File: config.mk
export PLATFORM = sky130hd
export DESIGN_NAME = link_speed_seq
export DESIGN_NICKNAME = d
export VERILOG_FILES = /design/src/rtl/lss_pkg.sv /design/src/rtl/lss_bus_port.sv /design/src/rtl/lss_hold_timer.sv /design/src/rtl/lss_ctrl_fsm.sv /design/src/rtl/link_speed_seq.sv
export SDC_FILE = /design/constraint.sdc
export NUM_CORES = 1
export LEC_CHECK = 0
export ABC_AREA = 1
export BUFFER_PORTS_ARGS = -buffer_cell sky130_fd_sc_hd__buf_4
export CORE_UTILIZATION = 35
export DETAILED_ROUTE_END_ITERATION = 8
export PLACE_DENSITY_LB_ADDON = 0.08
export SETUP_SLACK_MARGIN = 0.1
export SLEW_MARGIN = 0
export SYNTH_ARGS = -nofsm -noshare
export SYNTH_HDL_FRONTEND = slang
export SYNTH_SLANG_ARGS = --single-unit
File: constraint.sdc
create_clock -name clk -period 1.9 [get_ports clk]
set_input_delay 0.285 -clock clk [delete_from_list [all_inputs] [get_ports clk]]
set_output_delay 0.285 -clock clk [all_outputs]
set_load 0.02 [all_outputs]
File: src/rtl/lss_pkg.sv
package lss_pkg;

  localparam int DATA_W = 32;
  localparam int ADDR_W = 3;
  localparam int SPD_W  = 4;

  typedef enum logic [ADDR_W-1:0] {
    RA_CAP   = 3'd0,
    RA_SCTL  = 3'd1,
    RA_DBG   = 3'd2,
    RA_LSTAT = 3'd3,
    RA_OVRD  = 3'd4
  } reg_addr_e;

  localparam int DBG_UP_BIT    = 4;
  localparam int DBG_TRAIN_BIT = 29;
  localparam int SC_GO_BIT     = 17;
  localparam int LS_SPD_LSB    = 16;

  localparam logic [DATA_W-1:0] OVRD_MASK = DATA_W'(32'h0000_0028);
  localparam logic [SPD_W-1:0]  GEN1_CODE = 4'd1;
  localparam logic [SPD_W-1:0]  GEN2_CODE = 4'd2;

  typedef enum logic [4:0] {
    ST_IDLE,
    ST_CAP1_RD,
    ST_CAP1_WR,
    ST_UP1,
    ST_CAP2_RD,
    ST_CAP2_WR,
    ST_SC_RD,
    ST_SC_WR,
    ST_SC_POLL,
    ST_UP2,
    ST_LS_RD,
    ST_OV_RD,
    ST_OV_SET,
    ST_OV_HOLD,
    ST_OV_RD2,
    ST_OV_CLR,
    ST_FIN
  } seq_state_e;

endpackage

File: src/rtl/lss_bus_port.sv
module lss_bus_port
  import lss_pkg::*;
(
  input  logic              clk,
  input  logic              rst,
  input  logic              go,
  input  logic              go_we,
  input  reg_addr_e         go_addr,
  input  logic [DATA_W-1:0] go_wdata,
  output logic              xfer_done,
  output logic [DATA_W-1:0] xfer_rdata,
  output logic              bus_req,
  output logic              bus_we,
  output logic [ADDR_W-1:0] bus_addr,
  output logic [DATA_W-1:0] bus_wdata,
  input  logic              bus_ack,
  input  logic [DATA_W-1:0] bus_rdata
);

  always_ff @(posedge clk) begin
    if (rst) begin
      bus_req    <= 1'b0;
      bus_we     <= 1'b0;
      bus_addr   <= '0;
      bus_wdata  <= '0;
      xfer_done  <= 1'b0;
      xfer_rdata <= '0;
    end else begin
      xfer_done <= 1'b0;
      if (bus_req) begin
        if (bus_ack) begin
          bus_req    <= 1'b0;
          xfer_done  <= 1'b1;
          xfer_rdata <= bus_rdata;
        end
      end else if (go) begin
        bus_req   <= 1'b1;
        bus_we    <= go_we;
        bus_addr  <= go_addr;
        bus_wdata <= go_wdata;
      end
    end
  end

endmodule

File: src/rtl/lss_hold_timer.sv
module lss_hold_timer #(
  parameter int HOLD_CYC = 500000
) (
  input  logic clk,
  input  logic rst,
  input  logic load,
  output logic expired
);

  localparam int TW = (HOLD_CYC < 2) ? 1 : $clog2(HOLD_CYC + 1);

  generate
    if (HOLD_CYC == 0) begin : g_none
      logic unused_load;
      assign unused_load = load ^ clk ^ rst;
      assign expired     = 1'b1;
    end else begin : g_count
      logic [TW-1:0] cnt;
      always_ff @(posedge clk) begin
        if (rst)               cnt <= '0;
        else if (load)         cnt <= TW'(HOLD_CYC);
        else if (cnt != '0)    cnt <= cnt - 1'b1;
      end
      assign expired = (cnt == '0);
    end
  endgenerate

endmodule

File: src/rtl/lss_ctrl_fsm.sv
module lss_ctrl_fsm
  import lss_pkg::*;
#(
  parameter int LINK_POLLS = 1000,
  parameter int SC_POLLS   = 200
) (
  input  logic              clk,
  input  logic              rst,
  input  logic              start,
  input  logic [1:0]        max_gen,
  input  logic              xfer_done,
  input  logic [DATA_W-1:0] xfer_rdata,
  input  logic              hold_expired,
  output logic              go,
  output logic              go_we,
  output reg_addr_e         go_addr,
  output logic [DATA_W-1:0] go_wdata,
  output logic              hold_load,
  output logic              done,
  output logic              fail,
  output logic [SPD_W-1:0]  speed,
  output logic              train_en
);

  localparam int POLL_MAX = (LINK_POLLS > SC_POLLS) ? LINK_POLLS : SC_POLLS;
  localparam int CNT_W    = $clog2(POLL_MAX + 1);
  localparam logic [CNT_W-1:0] LINK_LAST = CNT_W'(LINK_POLLS - 1);
  localparam logic [CNT_W-1:0] SC_LAST   = CNT_W'(SC_POLLS - 1);

  seq_state_e        state;
  logic              pend;
  logic              gen2_q;
  logic              err_q;
  logic [CNT_W-1:0]  poll_cnt;
  logic [DATA_W-1:0] shadow;
  logic              acc_active;
  logic              link_ok;
  logic              sc_busy;

  assign link_ok = xfer_rdata[DBG_UP_BIT] && !xfer_rdata[DBG_TRAIN_BIT];
  assign sc_busy = xfer_rdata[SC_GO_BIT];

  // access decode: which register each state touches and what it writes
  always_comb begin
    acc_active = 1'b1;
    go_we      = 1'b0;
    go_addr    = RA_CAP;
    go_wdata   = shadow;
    case (state)
      ST_CAP1_RD: go_addr = RA_CAP;
      ST_CAP1_WR: begin
        go_we    = 1'b1;
        go_addr  = RA_CAP;
        go_wdata = {shadow[DATA_W-1:SPD_W], GEN1_CODE};
      end
      ST_UP1, ST_UP2: go_addr = RA_DBG;
      ST_CAP2_RD: go_addr = RA_CAP;
      ST_CAP2_WR: begin
        go_we    = 1'b1;
        go_addr  = RA_CAP;
        go_wdata = {shadow[DATA_W-1:SPD_W], GEN2_CODE};
      end
      ST_SC_RD, ST_SC_POLL: go_addr = RA_SCTL;
      ST_SC_WR: begin
        go_we    = 1'b1;
        go_addr  = RA_SCTL;
        go_wdata = shadow | (DATA_W'(1) << SC_GO_BIT);
      end
      ST_LS_RD: go_addr = RA_LSTAT;
      ST_OV_RD, ST_OV_RD2: go_addr = RA_OVRD;
      ST_OV_SET: begin
        go_we    = 1'b1;
        go_addr  = RA_OVRD;
        go_wdata = shadow | OVRD_MASK;
      end
      ST_OV_CLR: begin
        go_we    = 1'b1;
        go_addr  = RA_OVRD;
        go_wdata = shadow & ~OVRD_MASK;
      end
      default: acc_active = 1'b0;
    endcase
  end

  assign go        = acc_active && !pend;
  assign hold_load = (state == ST_OV_SET) && xfer_done;

  always_ff @(posedge clk) begin
    if (rst) begin
      state    <= ST_IDLE;
      pend     <= 1'b0;
      gen2_q   <= 1'b0;
      err_q    <= 1'b0;
      poll_cnt <= '0;
      shadow   <= '0;
      done     <= 1'b0;
      fail     <= 1'b0;
      speed    <= '0;
      train_en <= 1'b0;
    end else begin
      done <= 1'b0;
      fail <= 1'b0;
      if (go)        pend <= 1'b1;
      if (xfer_done) pend <= 1'b0;

      case (state)
        ST_IDLE: begin
          if (start) begin
            state    <= ST_CAP1_RD;
            gen2_q   <= (max_gen == 2'd2);
            err_q    <= 1'b0;
            speed    <= '0;
            train_en <= 1'b0;
          end
        end
        ST_CAP1_RD: if (xfer_done) begin
          shadow <= xfer_rdata;
          state  <= ST_CAP1_WR;
        end
        ST_CAP1_WR: if (xfer_done) begin
          train_en <= 1'b1;
          poll_cnt <= '0;
          state    <= ST_UP1;
        end
        ST_UP1: if (xfer_done) begin
          if (link_ok) begin
            state <= gen2_q ? ST_CAP2_RD : ST_SC_RD;
          end else if (poll_cnt == LINK_LAST) begin
            err_q    <= 1'b1;
            train_en <= 1'b0;
            state    <= ST_OV_RD;
          end else begin
            poll_cnt <= poll_cnt + 1'b1;
          end
        end
        ST_CAP2_RD: if (xfer_done) begin
          shadow <= xfer_rdata;
          state  <= ST_CAP2_WR;
        end
        ST_CAP2_WR: if (xfer_done) state <= ST_SC_RD;
        ST_SC_RD: if (xfer_done) begin
          shadow <= xfer_rdata;
          state  <= ST_SC_WR;
        end
        ST_SC_WR: if (xfer_done) begin
          poll_cnt <= '0;
          state    <= ST_SC_POLL;
        end
        ST_SC_POLL: if (xfer_done) begin
          if (!sc_busy) begin
            poll_cnt <= '0;
            state    <= ST_UP2;
          end else if (poll_cnt == SC_LAST) begin
            err_q    <= 1'b1;
            train_en <= 1'b0;
            state    <= ST_OV_RD;
          end else begin
            poll_cnt <= poll_cnt + 1'b1;
          end
        end
        ST_UP2: if (xfer_done) begin
          if (link_ok) begin
            state <= ST_LS_RD;
          end else if (poll_cnt == LINK_LAST) begin
            err_q    <= 1'b1;
            train_en <= 1'b0;
            state    <= ST_OV_RD;
          end else begin
            poll_cnt <= poll_cnt + 1'b1;
          end
        end
        ST_LS_RD: if (xfer_done) begin
          speed <= xfer_rdata[LS_SPD_LSB +: SPD_W];
          state <= ST_FIN;
        end
        ST_OV_RD: if (xfer_done) begin
          shadow <= xfer_rdata;
          state  <= ST_OV_SET;
        end
        ST_OV_SET: if (xfer_done) state <= ST_OV_HOLD;
        ST_OV_HOLD: if (hold_expired) state <= ST_OV_RD2;
        ST_OV_RD2: if (xfer_done) begin
          shadow <= xfer_rdata;
          state  <= ST_OV_CLR;
        end
        ST_OV_CLR: if (xfer_done) state <= ST_FIN;
        ST_FIN: begin
          done  <= 1'b1;
          fail  <= err_q;
          state <= ST_IDLE;
        end
        default: state <= ST_IDLE;
      endcase
    end
  end

endmodule

File: src/rtl/link_speed_seq.sv
module link_speed_seq
  import lss_pkg::*;
#(
  parameter int LINK_POLLS = 1000,
  parameter int SC_POLLS   = 200,
  parameter int HOLD_CYC   = 500000
) (
  input  logic              clk,
  input  logic              rst,
  input  logic              start,
  input  logic [1:0]        max_gen,
  output logic              done,
  output logic              fail,
  output logic [SPD_W-1:0]  speed,
  output logic              train_en,
  output logic              bus_req,
  output logic              bus_we,
  output logic [ADDR_W-1:0] bus_addr,
  output logic [DATA_W-1:0] bus_wdata,
  input  logic              bus_ack,
  input  logic [DATA_W-1:0] bus_rdata
);

  logic              go;
  logic              go_we;
  reg_addr_e         go_addr;
  logic [DATA_W-1:0] go_wdata;
  logic              xfer_done;
  logic [DATA_W-1:0] xfer_rdata;
  logic              hold_load;
  logic              hold_expired;

  lss_ctrl_fsm #(
    .LINK_POLLS (LINK_POLLS),
    .SC_POLLS   (SC_POLLS)
  ) u_fsm (
    .clk          (clk),
    .rst          (rst),
    .start        (start),
    .max_gen      (max_gen),
    .xfer_done    (xfer_done),
    .xfer_rdata   (xfer_rdata),
    .hold_expired (hold_expired),
    .go           (go),
    .go_we        (go_we),
    .go_addr      (go_addr),
    .go_wdata     (go_wdata),
    .hold_load    (hold_load),
    .done         (done),
    .fail         (fail),
    .speed        (speed),
    .train_en     (train_en)
  );

  lss_bus_port u_port (
    .clk        (clk),
    .rst        (rst),
    .go         (go),
    .go_we      (go_we),
    .go_addr    (go_addr),
    .go_wdata   (go_wdata),
    .xfer_done  (xfer_done),
    .xfer_rdata (xfer_rdata),
    .bus_req    (bus_req),
    .bus_we     (bus_we),
    .bus_addr   (bus_addr),
    .bus_wdata  (bus_wdata),
    .bus_ack    (bus_ack),
    .bus_rdata  (bus_rdata)
  );

  lss_hold_timer #(
    .HOLD_CYC (HOLD_CYC)
  ) u_hold (
    .clk     (clk),
    .rst     (rst),
    .load    (hold_load),
    .expired (hold_expired)
  );

endmodule

==> results.toml <==
[sta]
clock.fmax_mhz = 548.7
min_period_over_period_pct = 95.92
setup_viol = 0
hold_viol = 0
slew_headroom_pct = 72.25
hold_ws_ns = 0.03346
setup_ws_ns = 0.07761
skew_ns = 0.008227
worstMarginPinSlew_ns = 0.4147
slew_viol_final = 0
grt_setup_unrepaired = "yes"
min_period_ns = 1.822

[logic_synthesis]
synth_compound_area_share_pct = 8.755
synthSimpleGateAreaFrac_pct = 37.75
synth-main-ff-cell = "dfxtp_1"
yosysMostFrequentCell = "nand2_1"
synth_top_area_cell = "dfxtp_1"
synth_nets = 1041
synth_area_um2 = 6645
synthCells = 1000
synth_edf_count = 0
yosysWarnings = 0
ys_seq_elements = 146
synthTopCellsByArea = "dfxtp_1 (44%), nand2_1 (15%), nor2_1 (12%), nand3_1 (5.1%), inv_1 (4.6%)"
postSynthAreaPerCell_um2 = 6.645
yosysSeqAreaShare_pct = 43.98
ys_types = 35
synth_top_area_share_pct = 43.98
async_flop_share_pct = 0
synth-xor-area-share_pct = 1.054
synth_commonest_cells = "nand2_1 (268), nor2_1 (211), dfxtp_1 (146), inv_1 (81), nand3_1 (68)"
synthAdderAreaFrac_pct = 0.5649
synthMuxAreaShare_pct = 0
synth_top_family_by_area = "simple AND/OR/NAND/NOR gates"

[worst_setup_path]
path_max_fanout = 6
crit_arrival_ns = 2.19
start_kind = "flop"
worstReg2RegStart = "u_fsm.state[2]"
worst-setup-path-type = "reg2reg"
cp-end-kind = "flop"
cp-startpoint = "u_fsm.state[2]"
crit_required_ns = 2.27

[route]
drc = 0
via_per_inst = 4.709
postRouteAntennaNets = 0
drt_iter0_drc = 444
wl_met3_um = 740
first_pass_iters = 5
avgRoutedWirePerCell_um = 14.63
detailroute.via_count = 6791
m1WireLength_mm = 10.60
highest_layer = "met4"
wl_mm = 21.09
wl_met2_mm = 9.486

[place]
preCtsSetupSlack_ns = -0.1570
routabilityCongestion = 0.9604
io_buffers = 81
dp.cells = 1364
dpl.hpwl_mm = 13.24
detailed_place.area_um2 = 8092

[floorplanning]
chipWidth_um = 139.8
ioPinCount = 82
row_count = 50
die_y_um = 139.8
core_region_area_um2 = 18640
start_util_pct = 35.64
dieArea_um2 = 19540

[min_path]
worstHoldStart = "bus_rdata[9]"
min_path_type = "in2reg"

[final_layout]
syn_to_final_growth_pct = 52.17
layout-drive-gt1-share_pct = 33.36
fin_cells = 1442
fin_nets = 1236
diodes = 0
stdcell_area_um2 = 10110

[cts]
cts_root_buf = "clkbuf_16"
cts_tree = "built"
cts_made_buffers = 17
clk_path_buf_depth = 2
cts_htree_levels = 4
path_clk_slew_ns = 0.07
postCtsHoldBufs = 0
clock_sinks = 146
insertion_delay_ns = 0.43

[global_route]
grt_max_degree = 33
grt_pass1_vias = 6215
grt_antenna_before_repair = 0
grt_overflow_total = 0
grt_usage_pct = 20.74
grt_pass1_wl_mm = 31.77

[power]
combPwrFrac_pct = 55.2
power.density_nw_per_um2 = 1781
switchingPower_mw = 7.557
p_leak_nw = 4.736
ir_drop_mv = 0.8126
pwr-share-clk_pct = 20.5
switching_share_pct = 41.96
share_seq_of_total_power_pct = 24.3
p_int_mw = 10.45

[flow_run]
maxCapViolations = 0

[status]
status = "complete, no violations"
[per-layer routing]
| layer | track usage (%) | vias up |
|---|---|---|
| li1 | - | 3566 |
| met2 | 32.42 | 140 |
| met4 | 7.287 | 0 |
| met5 | 0 | - |
| met1 | 28.72 | 3063 |
| met3 | 3.441 | 22 |
[through the flow]
stage	setup TNS [ns]	total power, mW	util [%]
6_report	0	18.01	54.24
4_1_cts	0	15.97	48.81
5_1_grt	-0.06571	19.24	54.24
3_3_place_gp	-2.114	11.32	43.40
3_5_place_dp	-1.450	11.28	43.40
2_1_floorplan	0	8.822	-
[flip-flops by register name, indices dropped and copies added, names as in the netlist]
| register | cells |
|---|---|
| u_fsm.gen2_q | 1 |
| u_fsm.done | 1 |
| u_fsm.fail | 1 |
| u_fsm.poll_cnt | 10 |
| u_fsm.train_en | 1 |
| u_fsm.state | 5 |
| u_port.xfer_done | 1 |
| u_fsm.speed | 4 |
| u_fsm.pend | 1 |
| u_fsm.shadow | 32 |
| u_port.bus_addr | 3 |
| u_port.bus_wdata | 32 |
| u_fsm.err_q | 1 |
| u_port.bus_req | 1 |
| u_port.xfer_rdata | 32 |
| u_port.bus_we | 1 |
| u_hold.g_count.cnt | 19 |
[what timing repair did]
action / in CTS / in global routing
gates cloned: 4 / 12
resized for setup: 54 / 195
hold endpoints to repair: 0 / 0
endpoints found under the setup margin: 81 / 103
pin swaps: 13 / 66
buffers inserted: 14 / 17
[critical path, cell delays in order, from the launching register on]
cell     delay, ns
dfxtp_4       0.36
buf_6         0.12
nor2_4        0.17
nand3_2       0.12
buf_6         0.15
nand2_4       0.07
nor2_4        0.04
nand3_4       0.08
nand3_4       0.13
buf_6         0.17
buf_12        0.14
nand2_1       0.06
nand2_1       0.04
nor2_1        0.09
[power groups by stage]
stage | clock network, mW | registers, mW | logic (mW)
2_1_floorplan | 0 | 4.79 | 4.04
3_3_place_gp | 0 | 4.39 | 6.93
3_5_place_dp | 0 | 4.39 | 6.90
4_1_cts | 3.74 | 4.34 | 7.89
5_1_grt | 3.87 | 4.46 | 10.9
6_report | 3.69 | 4.37 | 9.94
[area by class of cell]
type,count,area (um^2)
clock buffer,18,439.2
clock inverter,14,206.4
fill,1816,8531
inverter,95,362.8
multi-input combinational,721,3832
sequential,146,2942
tap,234,292.8
timing repair buffer,214,2037
[placed cells by master (no fill, tap or decap), types with 2 or more instances in the layout]
cell       instances
nand3_1           63
nand3b_1           8
nor2_4            30
o21ai_2           11
xor2_1             7
inv_2             14
dfxtp_4            4
clkinv_1           2
nor3_1             5
nand3_2            6
inv_6              4
o21ai_1            5
o21bai_1           3
nand3_4            4
buf_4            168
ha_1               2
buf_12            11
nor2_2            23
or2_2              2
nand4_1           19
a21oi_2            4
bufinv_16          3
nand2_2           24
nand2_1          224
dfxtp_2            3
a21oi_1           40
buf_8              5
nor2_1           165
inv_8              5
dfxtp_1          139
o211ai_1           5
nand2_4           25
inv_1             77
o21ai_0           34
buf_16             2
clkbuf_16         25
buf_6             20
[path summary, 6_finish.rpt]
path / to / slack, ns / cells past startpoint
worst max register to register: u_port.bus_wdata[12] / 0.08 / 13
worst min-delay path: u_port.xfer_rdata[9] / 0.03 / 3
worst max-delay path: u_port.bus_wdata[12] / 0.08 / 13
worst min register to register: u_fsm.err_q / 0.46 / 2
[cell families after synthesis]
| kind of cell | after synthesis |
|---|---|
| AO/OA/AOI/OAI | 108 |
| XOR/XNOR | 8 |
| adder cells (fa/ha/maj) | 3 |
| buffers and inverters | 134 |
| flip-flops | 146 |
| AND/OR/NAND/NOR | 601 |
No activity file was read; power rests on OpenSTA's default activity.
